<file path="config.mk">
export PLATFORM = sky130hd
export DESIGN_NAME = bridge_interlock
export DESIGN_NICKNAME = d
export VERILOG_FILES = /design/src/rtl/bridge_pkg.sv /design/src/rtl/cmd_sync.sv /design/src/rtl/dead_timer.sv /design/src/rtl/phase_interlock.sv /design/src/rtl/bridge_interlock.sv
export SDC_FILE = /design/constraint.sdc
export NUM_CORES = 1
export LEC_CHECK = 0
export BUFFER_PORTS_ARGS = -buffer_cell sky130_fd_sc_hd__buf_4
export CORE_UTILIZATION = 40
export CTS_CLUSTER_DIAMETER = 40
export CTS_CLUSTER_SIZE = 16
export DETAILED_ROUTE_END_ITERATION = 16
export PLACE_DENSITY = 0.54
export SKIP_CTS_REPAIR_TIMING = 1
export SYNTH_ARGS = -nofsm -noshare
export SYNTH_HDL_FRONTEND = slang
export SYNTH_SLANG_ARGS = --single-unit
</file>
<file path="constraint.sdc">
create_clock -name clk -period 1.8 [get_ports clk]
set_input_delay 0.18 -clock clk [delete_from_list [all_inputs] [get_ports clk]]
set_output_delay 0.18 -clock clk [all_outputs]
set_load 0.005 [all_outputs]
</file>
<file path="src/rtl/bridge_pkg.sv">
package bridge_pkg;

    // Per-phase interlock states
    typedef enum logic [1:0] {
        ST_OFF     = 2'd0,
        ST_HIGH_ON = 2'd1,
        ST_LOW_ON  = 2'd2,
        ST_DEAD    = 2'd3
    } leg_state_t;

    // Side whose turn-on is pending during a dead interval
    typedef enum logic {
        SIDE_HIGH = 1'b0,
        SIDE_LOW  = 1'b1
    } side_t;

    // Decoded, synchronized request pair of one phase (both active high)
    typedef struct packed {
        logic lo_req;
        logic hi_req;
    } leg_req_t;

endpackage

</file>
<file path="src/rtl/cmd_sync.sv">
// Two-flop synchronizer for a vector of command bits, with a per-bit
// reset value so that every command resets to its inactive level.
module cmd_sync #(
    parameter int          WIDTH   = 4,
    parameter logic [WIDTH-1:0] RST_VAL = '0
) (
    input  logic             clk,
    input  logic             rst_n,
    input  logic [WIDTH-1:0] d_async,
    output logic [WIDTH-1:0] q_sync
);

    logic [WIDTH-1:0] stage1;
    logic [WIDTH-1:0] stage2;

    always_ff @(posedge clk or negedge rst_n) begin
        if (!rst_n) begin
            stage1 <= RST_VAL;
            stage2 <= RST_VAL;
        end else begin
            stage1 <= d_async;
            stage2 <= stage1;
        end
    end

    assign q_sync = stage2;

endmodule

</file>
<file path="src/rtl/dead_timer.sv">
// Down-counter timing one dead interval. A load of L (L >= 1) makes
// expired true after L-1 further edges, so an interval entered together
// with the load lasts exactly L cycles.
module dead_timer #(
    parameter int CW = 8
) (
    input  logic          clk,
    input  logic          rst_n,
    input  logic          load,
    input  logic [CW-1:0] load_val,
    output logic          expired
);

    logic [CW-1:0] count;

    always_ff @(posedge clk or negedge rst_n) begin
        if (!rst_n) begin
            count <= '0;
        end else if (load) begin
            count <= load_val - 1'b1;
        end else if (count != '0) begin
            count <= count - 1'b1;
        end
    end

    assign expired = (count == '0);

endmodule

</file>
<file path="src/rtl/phase_interlock.sv">
// One phase of the shoot-through interlock.
module phase_interlock
    import bridge_pkg::*;
#(
    parameter int CW = 8
) (
    input  logic          clk,
    input  logic          rst_n,
    input  logic          enable,    // synchronized, active high
    input  leg_req_t      req,       // synchronized, active high
    input  logic [CW-1:0] dead_len,  // already clamped to >= 1
    output logic          hi_gate,
    output logic          lo_gate
);

    leg_state_t state, state_nxt;
    side_t      pend,  pend_nxt;
    logic       tmr_load;
    logic       tmr_expired;

    dead_timer #(.CW(CW)) u_timer (
        .clk      (clk),
        .rst_n    (rst_n),
        .load     (tmr_load),
        .load_val (dead_len),
        .expired  (tmr_expired)
    );

    // State register
    always_ff @(posedge clk or negedge rst_n) begin
        if (!rst_n) begin
            state <= ST_OFF;
            pend  <= SIDE_LOW;
        end else begin
            state <= state_nxt;
            pend  <= pend_nxt;
        end
    end

    // Next-state logic: low side wins everywhere, disable wins over all
    always_comb begin
        state_nxt = state;
        pend_nxt  = pend;
        tmr_load  = 1'b0;
        if (!enable) begin
            state_nxt = ST_OFF;
        end else begin
            unique case (state)
                ST_OFF: begin
                    if (req.lo_req) begin
                        state_nxt = ST_DEAD;
                        pend_nxt  = SIDE_LOW;
                        tmr_load  = 1'b1;
                    end else if (req.hi_req) begin
                        state_nxt = ST_DEAD;
                        pend_nxt  = SIDE_HIGH;
                        tmr_load  = 1'b1;
                    end
                end
                ST_HIGH_ON: begin
                    // preempt the conducting high side
                    if (req.lo_req) begin
                        state_nxt = ST_DEAD;
                        pend_nxt  = SIDE_LOW;
                        tmr_load  = 1'b1;
                    end else if (!req.hi_req) begin
                        state_nxt = ST_OFF;
                    end
                end
                ST_LOW_ON: begin
                    // high request ignored while low is held
                    if (!req.lo_req) begin
                        state_nxt = ST_OFF;
                    end
                end
                ST_DEAD: begin
                    if (pend == SIDE_LOW) begin
                        if (!req.lo_req) begin
                            state_nxt = ST_OFF;          // cancel
                        end else if (tmr_expired) begin
                            state_nxt = ST_LOW_ON;
                        end
                    end else begin
                        if (req.lo_req) begin
                            pend_nxt  = SIDE_LOW;        // retarget
                            tmr_load  = 1'b1;
                        end else if (!req.hi_req) begin
                            state_nxt = ST_OFF;          // cancel
                        end else if (tmr_expired) begin
                            state_nxt = ST_HIGH_ON;
                        end
                    end
                end
            endcase
        end
    end

    // Outputs decoded from the registered state
    always_comb begin
        hi_gate = 1'b0;
        lo_gate = 1'b0;
        unique case (state)
            ST_HIGH_ON: hi_gate = 1'b1;
            ST_LOW_ON:  lo_gate = 1'b1;
            ST_OFF,
            ST_DEAD:    ;
        endcase
    end

endmodule

</file>
<file path="src/rtl/bridge_interlock.sv">
// Three-phase shoot-through interlock top.
module bridge_interlock
    import bridge_pkg::*;
#(
    parameter int N_PHASE = 3,
    parameter int DT_W    = 8
) (
    input  logic               clk,
    input  logic               rst_n,
    input  logic [N_PHASE-1:0] lo_cmd,
    input  logic [N_PHASE-1:0] hi_cmd_n,
    input  logic               enable_n,
    input  logic [DT_W-1:0]    dead_cycles,
    output logic [N_PHASE-1:0] hi_gate,
    output logic [N_PHASE-1:0] lo_gate
);

    localparam int SYNC_W = 2 * N_PHASE + 1;
    localparam logic [SYNC_W-1:0] SYNC_RST = {1'b1, {N_PHASE{1'b1}}, {N_PHASE{1'b0}}};

    logic [SYNC_W-1:0]  sync_q;
    logic [N_PHASE-1:0] lo_s;
    logic [N_PHASE-1:0] hi_n_s;
    logic               en_n_s;
    logic [DT_W-1:0]    dead_eff;

    // commands synchronized, resetting to their inactive levels
    cmd_sync #(.WIDTH(SYNC_W), .RST_VAL(SYNC_RST)) u_sync (
        .clk     (clk),
        .rst_n   (rst_n),
        .d_async ({enable_n, hi_cmd_n, lo_cmd}),
        .q_sync  (sync_q)
    );

    assign lo_s   = sync_q[N_PHASE-1:0];
    assign hi_n_s = sync_q[2*N_PHASE-1:N_PHASE];
    assign en_n_s = sync_q[SYNC_W-1];

    // a zero setting acts as one cycle; the value is taken when an interval starts
    assign dead_eff = (dead_cycles == '0) ? DT_W'(1) : dead_cycles;

    // identical independent phases
    for (genvar p = 0; p < N_PHASE; p++) begin : g_phase
        leg_req_t leg_req;
        assign leg_req.lo_req = lo_s[p];
        assign leg_req.hi_req = ~hi_n_s[p];

        phase_interlock #(.CW(DT_W)) u_leg (
            .clk      (clk),
            .rst_n    (rst_n),
            .enable   (~en_n_s),
            .req      (leg_req),
            .dead_len (dead_eff),
            .hi_gate  (hi_gate[p]),
            .lo_gate  (lo_gate[p])
        );
    end

endmodule

</file>
* Word level (Yosys, flattened, before mapping) *
Index checks and enable logic that the tools add are counted.

storage, ports and cells
  flip-flop bits (word level) = 47
  bits in latches = 0
  bits in writable memories = 0
  bits in read-only memories = 0
  bits of input ports = 17
  word-level logic and storage cells = 156
  memories kept = 0

operators by class
  add/subtract/negate cells = 4
  multiply operators = 0
  div/mod/pow operators = 0
  $lt $le $gt $ge = 0
  equal/unequal tests = 33
  shifts and indexed selects = 0
  multiplexer cells = 85
  bitwise logic cells = 1
  reduce and logical (&&, ||, !) cells = 22

operator list
  kind                                                  count
  two-way mux 2 bit                                     36
  two-way mux 8 bit                                     7
  two-way mux 1 bit                                     33
  logical NOT 8 bit                                     4
  subtractor 8 x 1 -> 8 bit (second input constant)     4
  != test 4 x 3 -> 1 bit (second input constant)        6
  != test 4 bit (second input constant)                 6
  case mux 2 bit (4 select lines)                       3
  nonzero test 8 bit                                    3
  != test 3 bit (second input constant)                 6
  case mux 1 bit (3 select lines)                       6
  AND reduction 6 bit                                   3
  != test 5 x 3 -> 1 bit (second input constant)        3
  equality test 2 bit (second input constant)           6
  AND reduction 4 bit                                   3
  nonzero test 3 bit                                    3
  equality test 2 x 1 -> 1 bit (second input constant)  3
  logical NOT 2 bit                                     3
  != test 2 bit (second input constant)                 3
  nonzero test 2 bit                                    3
  inverter 1 bit                                        1

* Depth between registers and ports, before layout *
Gate-level depths: netlist of run 1.

  word-level depth = 7
  mapped depth = 7

* Hierarchy *
From an unflattened synthesis of run 1, not the netlist that was laid out.

unflattened totals
  cells, all modules = 313
  area, all modules = 3049.2 µm²

by module, submodules not included
  module                                      instances  cells each  area an instance (µm²)
  dead_timer at g_phase[0].u_leg.u_timer ...  2          60          601.8
  phase_interlock                             3          37          279.0
  dead_timer at g_phase[2].u_leg.u_timer      1          54          581.8
  cmd_sync                                    1          14          360.3
  bridge_interlock                            1          14          66.3

* Least setup slack after synthesis of run 1 *
Ideal clock, no wire load.

  path kind = register to register
  start = register g_phase[2].u_leg.u_timer.count[0]
  end = register g_phase[2].u_leg.u_timer.count[1]
  arrival = 1.452 ns
  required time = 1.721 ns
  slack = 0.269 ns
  cell stages (with the launch flop) = 7
  buffers on the path = 0
  cell sequence = dfrtp_1 > inv_1 > ha_1 > nor3b_2 > nand2_4 > mux2_4 > mux2i_1

on the way
  cells in the longest elaborated chain, start to end = 3
  elaborated cells on any way between the ends = 5

ends and longest elaborated chain
  item                       RTL line          source
  start: declaration         dead_timer.sv:14  logic [CW-1:0] count;
  start signal: assignment   dead_timer.sv:20  count <= load_val - 1'b1;
  start signal: assignment   dead_timer.sv:22  count <= count - 1'b1;
  subtractor 8 x 1 -> 8 bit  dead_timer.sv:22
  two-way mux 8 bit          dead_timer.sv:21  end else if (count != '0) begin
  two-way mux 8 bit          dead_timer.sv:19  end else if (load) begin

Parallel ways exist; a longest one is shown, timed or not. The select of a mux whose other input is x is not followed.
A chain may end at the register's enable or synchronous reset.

* Final worst setup path of run 1 *
  start = register g_phase[2].u_leg.u_timer.count[1]
  end = register g_phase[2].u_leg.u_timer.count[1]

The elaborated chain is that of the path after synthesis.

==> summary.md, run 1 <==
| Metric | Value |
|---|---|
| Die X-Extent | `83.4 microns` |
| Cell variety after synth | `48` |
| Iteration-0 DRC Markers | `93` |
| Slew @ Worst Pin | `0.590 ns` |
| Hold Crit Start | `dead_cycles[6]` |
| Core Area | `6390 sq um` |
| Arrival time at the worst endpoint | `1.88 ns` |
| Slowest-stage cell, CP | `dfrtp_1` |
| Post-Syn Instances | `252` |
| WHS Path Cells | `3` |
| Max Fclk | `0.601 GHz` |
| Number of synthesis warnings | `0` |
| Kind of critical path | `reg2reg` |
| Vias in the first global route | `1,861` |
| Leakage power | `1.45 nW` |
| Layout cells sized above 1 | `0.242` |
| Max Cap Violations | `0` |
| Max Clock Skew | `0.00899 ns` |
| Synth Flop Type | `dfrtp_1` |
| Async S/R FF share, synth | `1.00` |
| Routed WL | `5.10 mm` |
| Placed insts | `354` |
| Most frequent cells in the layout | `buf_4, dfrtp_1, mux2i_1, nor2_1, a21oi_1` |
| Number of synthesized register bits | `47` |
| R2r endpoint | `g_phase[2].u_leg.u_timer.count[1]` |
| Final WS setup | `0.137 ns` |
| Sum Neg Setup Slack | `0 ns` |
| Hold WC Path Type | `in2reg` |
| Number of diodes | `0` |
| Global-route wire length before repair | `8.85 mm` |
| Initial antenna violation count | `0` |
| Seq/Total Area, Yosys | `0.449` |
| CP max FO | `6` |
| Endpoint class of the critical path | `flop` |
| Worst hold endpoint | `g_phase[1].u_leg.u_timer.count[6]` |
| Pwr/cell area | `1170 nW/um^2` |
| Total CTS buffers | `5` |
| Drt drc | `0` |
| Synth Area in XOR/XNOR | `0.0297` |
| DR WL/cell | `13.8 microns` |
| Clock period minus final worst setup slack | `1.66 ns` |
| Clock Path Buffers | `2` |
| EDFF count, synth | `0` |
| Tot GR Track Use | `0.159` |
| Area share of and/or/nand/nor cells after synthesis | `0.193` |
| Die area | `6960 sq um` |
| CTS clk-pin slew, worst paths | `0.09 ns` |
| IO Pins | `23` |
| CTS sink cnt | `47` |
| Mapped Nets | `276` |
| Largest family of logic cells by synthesized area | `simple AND/OR/NAND/NOR gates` |
| Setup crit start | `g_phase[2].u_leg.u_timer.count[1]` |
| RSZ-0062 raised after global routing | `no` |
| Syn Std Cell Area | `2650 sq um` |
| Buf/Inv on CP | `1` |
| Syn Area/Cell | `10.5 sq um` |
| Via count | `1,904` |
| R2r worst-path depth | `6` |
| Slew Limit Headroom | `0.606` |
| Synth-to-Final Area Change | `18.1%` |
| Worst slack at placement | `0.0919 ns` |
| Adder-Cell Fraction of Synth Area | `0.0330` |
| Critical Path RT | `2.02 ns` |
| H-tree depth | `2` |
| Area of the multi-input gates | `1340 sq um` |
| Dpl hpwl | `3.68 mm` |
| Initial Util | `0.415` |
| Nets@finish | `316` |
| VDD IR max | `827 uV` |
| FP Rows | `29` |
| Skew-Pair Late Insertion Delay | `0.30 ns` |
| Cell-by-cell listing of the critical path | `inv_1 > ha_1 > nor3b_2 > nand2_4 > mux2_4 > mux2i_1` |
| Critical path's top delay family | `multiplexers` |
| Final Hold Vio Count | `0` |
| Setup crit start kind | `flop` |
| FILL cells | `604` |
| Placer Congestion | `0.810` |
| Post-DR vias/cell | `5.15` |
| Detailed Routing Iterations Pass 1 | `4` |
| CTS tree | `done` |
| Compound-Gate Fraction of Synth Area | `0.109` |
| Post-Layout Cell Count | `370` |
| Status | `finished clean` |
| Die Y | `83.4 microns` |
| Post-synthesis mux area share | `0.139` |
| Commonest non-fill, non-tap cell in the layout | `buf_4` |
| Pin count of the biggest net entering global routing | `48` |
| Crit-path max cell delay | `0.41 ns` |
| Pwr Total | `3.67 mW` |
| Max Slew Vio Count | `0` |
| Reg2Reg Setup Slack | `0.14 ns` |
| Clk Tree Root Cell | `clkbuf_8` |
| Register area | `1190 sq um` |
| Final Setup Violations | `0` |
| Final ANT Viol Nets | `0` |
| Grt ovf | `0` |
| Port-buffer cells | `22` |
| Fin crit share | `0.924` |
| R2R Path Start | `g_phase[2].u_leg.u_timer.count[1]` |
[worst min-delay path, delay by kind of cell]
kind	cells	cell delay, ns
mux	1	0.12
buf+inv	1	0.10
xor+xnor	1	0.10
[per-layer routing]
metal	vias up	track usage	wire length, microns
li1	969	-	-
met1	911	0.218	2450
met2	16	0.253	2430
met3	8	0.0239	117
met4	0	0.0663	104
met5	-	0	0
[worst max-delay path by stage]
| stage | to | cells after the start |
|---|---|---|
| 6_report | g_phase[2].u_leg.u_timer.count[1] | 6 |
| 5_1_grt | g_phase[2].u_leg.u_timer.count[1] | 6 |
| 4_1_cts | g_phase[2].u_leg.u_timer.count[1] | 6 |
| 3_5_place_dp | g_phase[2].u_leg.u_timer.count[4] | 8 |
| 3_3_place_gp | g_phase[1].u_leg.u_timer.count[4] | 8 |
| 2_1_floorplan | g_phase[2].u_leg.u_timer.count[1] | 6 |
[per-stage QoR]
stage          cell area [sq um]  hold WS (ns)  utilization
2_1_floorplan               2650        -0.116            -
3_3_place_gp                2950         0.230        0.462
3_5_place_dp                2950         0.233        0.462
4_1_cts                     3050        -0.105        0.478
5_1_grt                     3130         0.262        0.490
6_report                    3130         0.241        0.490
[synth_stat cells, types with 6 or more instances]
master / count / share of area
nor3_1: 7 / 0.013
nand2_1: 14 / 0.020
ha_1: 7 / 0.033
buf_4: 6 / 0.017
a21oi_1: 18 / 0.034
mux2i_1: 33 / 0.12
nor2_1: 19 / 0.027
dfrtp_1: 36 / 0.34
dfstp_2: 11 / 0.11
nor2b_1: 13 / 0.031
inv_1: 14 / 0.020
[layout make-up]
cell class / instances / area share
Tap cell: 77 / 0.0308
Timing Repair Buffer: 45 / 0.114
Inverter: 14 / 0.0168
Sequential cell: 47 / 0.380
Multi-Input combinational cell: 179 / 0.427
Clock inverter: 2 / 0.00519
Clock buffer: 6 / 0.0264
[state kept, by name, summed over array words and instances (netlist names)]
| signal | cells |
|---|---|
| u_sync.stage1 | 7 |
| u_sync.q_sync | 7 |
| g_phase.u_leg.pend | 3 |
| g_phase.u_leg.state | 6 |
| g_phase.u_leg.u_timer.count | 24 |
[logic make-up after synthesis]
kind of cell    after synthesis
compound gates               43
xor+xnor                      9
fa+ha+maj                     7
buf+inv                      26
flops                        47
mux                          36
simple gates                 84
[where the power goes]
part	leakage [nW]	internal, mW	switching, mW
Clock	0.0474	0.314	0.367
Combinational	0.860	0.672	0.590
Sequential	0.543	1.36	0.365
Note: power is estimated with default switching activity, not from simulation.
==> inputs of run 2 (changes only) <==
--- a/config.mk
+++ b/config.mk
@@ -5,12 +5,13 @@
 export SDC_FILE = /design/constraint.sdc
 export NUM_CORES = 1
 export LEC_CHECK = 0
+export ABC_CLOCK_PERIOD_IN_PS = 1800
 export BUFFER_PORTS_ARGS = -buffer_cell sky130_fd_sc_hd__buf_4
 export CORE_UTILIZATION = 40
 export CTS_CLUSTER_DIAMETER = 40
 export CTS_CLUSTER_SIZE = 16
 export DETAILED_ROUTE_END_ITERATION = 16
-export PLACE_DENSITY = 0.54
+export PLACE_DENSITY_LB_ADDON = 0.2
 export SKIP_CTS_REPAIR_TIMING = 1
 export SYNTH_ARGS = -nofsm -noshare
 export SYNTH_HDL_FRONTEND = slang
==> run 2 against run 1 <==
Clock power is 19% higher. Critical endpoint unchanged. Highest routed layer unchanged. Power is 2.5% higher. Count of clock-buffer cells in the layout stayed put. Die area stayed put. Flip-flop and latch count stayed put. Setup slack worse by 0.024 ns. Largest cell class unchanged. Largest power group unchanged. Sequential power hardly changed. Critical path type unchanged.
==> summary.md, run 2 (synthesis gave the netlist of run 1 again) <==
| Metric | Value |
|---|---|
| Status | `finished clean` |
| Leakage power | `1.45 nW` |
| Most frequent cells in the layout | `dfrtp_1, buf_4, mux2i_1, nor2_1, a21oi_1` |
| Max FFs per register | `24` |
| Tot GR Track Use | `0.147` |
| Endpoint class of the critical path | `flop` |
| Drt drc | `0` |
| Clk Tree Root Cell | `clkbuf_8` |
| DR WL/cell | `13.5 microns` |
| CTS tree | `done` |
| Final ANT Viol Nets | `0` |
| Final Hold Vio Count | `0` |
| CTS clk-pin slew, worst paths | `0.09 ns` |
| Worst slack at placement | `0.0690 ns` |
| Clock period minus final worst setup slack | `1.69 ns` |
| Number of diodes | `0` |
| Post-DR vias/cell | `5.13` |
| Sum Neg Setup Slack | `0 ns` |
| Layout cells sized above 1 | `0.234` |
| Max Clock Skew | `0.00424 ns` |
| Placement Cell Area | `2920 sq um` |
| Slew @ Worst Pin | `0.583 ns` |
| Total CTS buffers | `5` |
| Hold WC Path Type | `in2reg` |
| FILL cells | `619` |
| Die Y | `83.4 microns` |
| Pwr Total | `3.76 mW` |
| Max Slew Vio Count | `0` |
| Max Fclk | `0.593 GHz` |
| Grt ovf | `0` |
| H-tree depth | `2` |
| Die X-Extent | `83.4 microns` |
| Setup crit start kind | `flop` |
| RSZ-0062 raised after global routing | `no` |
| Pwr/cell area | `1200 nW/um^2` |
| Arrival time at the worst endpoint | `1.91 ns` |
| Die area | `6960 sq um` |
| FP Rows | `29` |
| Pin count of the biggest net entering global routing | `48` |
| Core Area | `6390 sq um` |
| Final Setup Violations | `0` |
| IO Pins | `23` |
| Via count | `1,884` |
| Final Cell Area | `3130 sq um` |
| Placer Congestion | `0.847` |
| Routed WL | `4.97 mm` |
| VDD IR max | `698 uV` |
| Initial antenna violation count | `0` |
| Max Cap Violations | `0` |
| Final Core Density | `0.490` |
| Kind of critical path | `reg2reg` |
| Critical Path RT | `2.02 ns` |
| Vias in the first global route | `1,746` |
| Port-buffer cells | `22` |
| Skew-Pair Late Insertion Delay | `0.30 ns` |
| Iteration-0 DRC Markers | `90` |
| Synth-to-Final Area Change | `18.1%` |
| Biggest register | `g_phase.u_leg.u_timer.count` |
| Fin crit share | `0.937` |
| Dpl hpwl | `3.60 mm` |
| Global-route wire length before repair | `8.17 mm` |
| Commonest non-fill, non-tap cell in the layout | `dfrtp_1` |
| CTS sink cnt | `47` |
| Final WS setup | `0.113 ns` |
| Initial Util | `0.415` |
| Nets@finish | `313` |
| Slew Limit Headroom | `0.611` |
| Detailed Routing Iterations Pass 1 | `4` |
| CP max FO | `6` |
| Clock Path Buffers | `2` |
==> run 2: changes by cell type in the layout (fill, tap and decap cells not counted) <==
cell and delta:
buf_4 -3, bufinv_16 +1, clkinv_4 -1, clkinvlp_4 -1
inv_6 +1
==> run 2: power by group <==
| part | internal (mW) | leakage [nW] | switching, mW |
|---|---|---|---|
| Combinational | 0.643 | 0.845 | 0.564 |
| Clock | 0.457 | 0.0618 | 0.351 |
| Sequential | 1.36 | 0.543 | 0.387 |
| Total | 2.46 | 1.45 | 1.30 |
==> run 2: final timing paths <==
kind	from	endpoint	slack, ns	cells past startpoint
worst max-delay path	g_phase[2].u_leg.u_timer.count[0]	g_phase[2].u_leg.u_timer.count[1]	0.11	6
worst min-delay path	dead_cycles[6]	g_phase[0].u_leg.u_timer.count[6]	0.26	3
worst min register to register	u_sync.stage1[0]	u_sync.q_sync[0]	0.35	0
min in group asynchronous	rst_n	g_phase[2].u_leg.u_timer.count[7]	0.42	2
max in group asynchronous	rst_n	g_phase[2].u_leg.u_timer.count[0]	0.98	2
worst max register to register	g_phase[2].u_leg.u_timer.count[0]	g_phase[2].u_leg.u_timer.count[1]	0.11	6
==> run 2: critical path, stage by stage (launching register included) <==
cell and delay (ns):
dfrtp_1 0.44, inv_1 0.10, ha_1 0.19, nor3b_2 0.31, nand2_4 0.13, mux2_4 0.32, mux2i_1 0.13
==> run 2: through the flow <==
stage | cells | hold WS [ns]
after floorplan | 252 | -0.116
after global placement | 350 | 0.228
after detailed placement | 350 | 0.228
after CTS | 358 | -0.103
after global routing | 367 | 0.283
final | 367 | 0.257
==> run 2: cell type report <==
type / count / area [sq um] / share of cell area
multi-input combinational: 179 / 1340 / 0.427
sequential: 47 / 1190 / 0.380
timing repair buffer: 42 / 335 / 0.107
tap: 77 / 96.3 / 0.0308
clock buffer: 6 / 82.6 / 0.0264
inverter: 14 / 52.6 / 0.0168
clock inverter: 2 / 38.8 / 0.0124
==> run 2: layer usage <==
metal | wire (microns) | vias to the layer above | global-route usage
met5 | 0 | - | 0
met4 | 74 | 0 | 0.0462
met3 | 109 | 7 | 0.0288
met2 | 2380 | 18 | 0.242
met1 | 2400 | 902 | 0.197
li1 | - | 957 | -
==> inputs of run 3 (changes only) <==
--- a/config.mk
+++ b/config.mk
@@ -5,13 +5,15 @@
 export SDC_FILE = /design/constraint.sdc
 export NUM_CORES = 1
 export LEC_CHECK = 0
+export ABC_AREA = 1
 export ABC_CLOCK_PERIOD_IN_PS = 1800
 export BUFFER_PORTS_ARGS = -buffer_cell sky130_fd_sc_hd__buf_4
-export CORE_UTILIZATION = 40
+export CORE_UTILIZATION = 52
 export CTS_CLUSTER_DIAMETER = 40
 export CTS_CLUSTER_SIZE = 16
 export DETAILED_ROUTE_END_ITERATION = 16
 export PLACE_DENSITY_LB_ADDON = 0.2
+export RECOVER_POWER = 50
 export SKIP_CTS_REPAIR_TIMING = 1
 export SYNTH_ARGS = -nofsm -noshare
 export SYNTH_HDL_FRONTEND = slang
==> run 3 against run 2 <==
Clock power fell by 20%. Worst hold slack got worse by 0.10 ns. Largest power group is now combinational cells. Flip-flop and latch count did not move. Core utilization rose by 12 points. Critical endpoint is now g_phase[0].u_leg.u_timer.count[7].
==> summary.md, run 3 <==
| Metric | Value |
|---|---|
| Max Cap Violations | `0` |
| Total CTS buffers | `5` |
| Pin count of the biggest net entering global routing | `48` |
| Slew Limit Headroom | `0.239` |
| Placement Cell Area | `3220 sq um` |
| Fin crit share | `0.853` |
| Global-route wire length before repair | `9.96 mm` |
| Hold WC Path Type | `in2reg` |
| Cell variety after synth | `32` |
| Placed insts | `502` |
| Slew @ Worst Pin | `1.14 ns` |
| EDFF count, synth | `0` |
| Iteration-0 DRC Markers | `131` |
| Die area | `6100 sq um` |
| Max Clock Skew | `0.00762 ns` |
| Pwr/cell area | `1380 nW/um^2` |
| Kind of critical path | `reg2reg` |
| Endpoint class of the critical path | `flop` |
| Grt ovf | `0` |
| Number of diodes | `0` |
| FP Rows | `27` |
| Async S/R FF share, synth | `1.00` |
| Sum Neg Setup Slack | `0 ns` |
| Post-Syn Instances | `413` |
| Max Slew Vio Count | `0` |
| Final Cell Area | `3390 sq um` |
| Biggest register | `g_phase.u_leg.u_timer.count` |
| Tot GR Track Use | `0.211` |
| RSZ-0062 raised after global routing | `no` |
| Dpl hpwl | `4.33 mm` |
| Critical Path RT | `1.98 ns` |
| Routed WL | `5.68 mm` |
| DR WL/cell | `11.0 microns` |
| Clock Path Buffers | `2` |
| CTS tree | `done` |
| Port-buffer cells | `22` |
| Pwr Total | `4.68 mW` |
| H-tree depth | `2` |
| Via count | `2,560` |
| CP max FO | `6` |
| Number of synthesis warnings | `0` |
| Final ANT Viol Nets | `0` |
| Final Setup Violations | `0` |
| Syn Area/Cell | `7.29 sq um` |
| Post-DR vias/cell | `4.94` |
| IO Pins | `23` |
| Skew-Pair Late Insertion Delay | `0.30 ns` |
| CTS sink cnt | `47` |
| Post-Layout Cell Count | `518` |
| Number of synthesized register bits | `47` |
| Die Y | `78.1 microns` |
| Layout cells sized above 1 | `0.175` |
| Synth top cells by count | `nand2_1, inv_1, nor2_1` |
| FILL cells | `531` |
| Clock period minus final worst setup slack | `1.53 ns` |
| Mapped Nets | `437` |
| Area of the multi-input gates | `1470 sq um` |
| Clk Tree Root Cell | `clkbuf_8` |
| Most frequent cell after synthesis | `nand2_1` |
| Synth top area cells | `dfrtp_1, nand2_1, dfstp_2` |
| Status | `finished clean` |
| Share of the synthesized area in the top cell type | `0.299` |
| Core Area | `5540 sq um` |
| Commonest non-fill, non-tap cell in the layout | `nand2_1` |
| Worst slack at placement | `0.0386 ns` |
| Seq/Total Area, Yosys | `0.395` |
| Synth-to-Final Area Change | `12.6%` |
| Vias in the first global route | `2,317` |
| Most frequent cells in the layout | `nand2_1, inv_1, nor2_1, dfrtp_1, nand3_1` |
| Cell taking the most area after synthesis | `dfrtp_1` |
| Syn Std Cell Area | `3010 sq um` |
| Max Fclk | `0.652 GHz` |
| Die X-Extent | `78.1 microns` |
| Final Core Density | `0.612` |
| Initial antenna violation count | `0` |
| Detailed Routing Iterations Pass 1 | `4` |
| Synth Flop Type | `dfrtp_1` |
| Setup crit start kind | `flop` |
| Final WS setup | `0.265 ns` |
| CTS clk-pin slew, worst paths | `0.08 ns` |
| Leakage power | `1.77 nW` |
| Placer Congestion | `0.906` |
| Initial Util | `0.543` |
| Drt drc | `0` |
| Arrival time at the worst endpoint | `1.72 ns` |
| Nets@finish | `469` |
| Max FFs per register | `24` |
| Register area | `1190 sq um` |
| Hold WS | `0.157 ns` |
| Final Hold Vio Count | `0` |
| VDD IR max | `599 uV` |
==> run 3: worst max-delay path, cell delays in order (launching register included) <==
cell	delay [ns]
dfstp_2	0.59
inv_1	0.16
buf_4	0.20
nand2_2	0.13
inv_1	0.13
nand3_1	0.16
nand2_1	0.06
==> run 3: cell type report <==
cell class,instances,share of cell area
Sequential cell,47,0.351
Clock buffer,7,0.0255
Timing Repair Buffer,36,0.0849
Multi-Input combinational cell,287,0.435
Inverter,68,0.0753
Tap cell,72,0.0266
Clock inverter,1,0.00148
==> run 3: power by group <==
| group | switching [mW] | internal [mW] |
|---|---|---|
| clock network | 0.336 | 0.310 |
| registers | 0.352 | 1.48 |
| logic | 1.30 | 0.903 |
| total | 1.99 | 2.69 |
==> run 3: final timing paths <==
kind	slack (ns)	startpoint	depth (start not counted)	to
max in group asynchronous	0.47	rst_n	2	u_sync.stage1[0]
max	0.27	u_sync.q_sync[6]	6	g_phase[0].u_leg.u_timer.count[7]
min in group asynchronous	0.64	rst_n	2	g_phase[1].u_leg.u_timer.count[6]
max reg2reg	0.27	u_sync.q_sync[6]	6	g_phase[0].u_leg.u_timer.count[7]
min	0.16	dead_cycles[7]	3	g_phase[2].u_leg.u_timer.count[7]
min reg2reg	0.35	u_sync.stage1[1]	0	u_sync.q_sync[1]
==> run 3: layer usage <==
layer,GRT usage,part of all wire,up-vias
li1,-,-,1350
met2,0.366,0.47,37
met3,0.0372,0.029,7
met4,0.0741,0.014,0
met5,0,0,-
met1,0.265,0.49,1166
==> run 3: logic make-up (layout without fill, tap and decap cells) <==
group | after synthesis | count (layout) | synth area share
AO/OA/AOI/OAI | 41 | 41 | 0.0823
XOR/XNOR | 16 | 16 | 0.0466
flip-flops | 47 | 47 | 0.395
adder cells (fa/ha/maj) | 7 | 7 | 0.0291
AND/OR/NAND/NOR | 223 | 223 | 0.332
buffers and inverters | 79 | 112 | 0.115
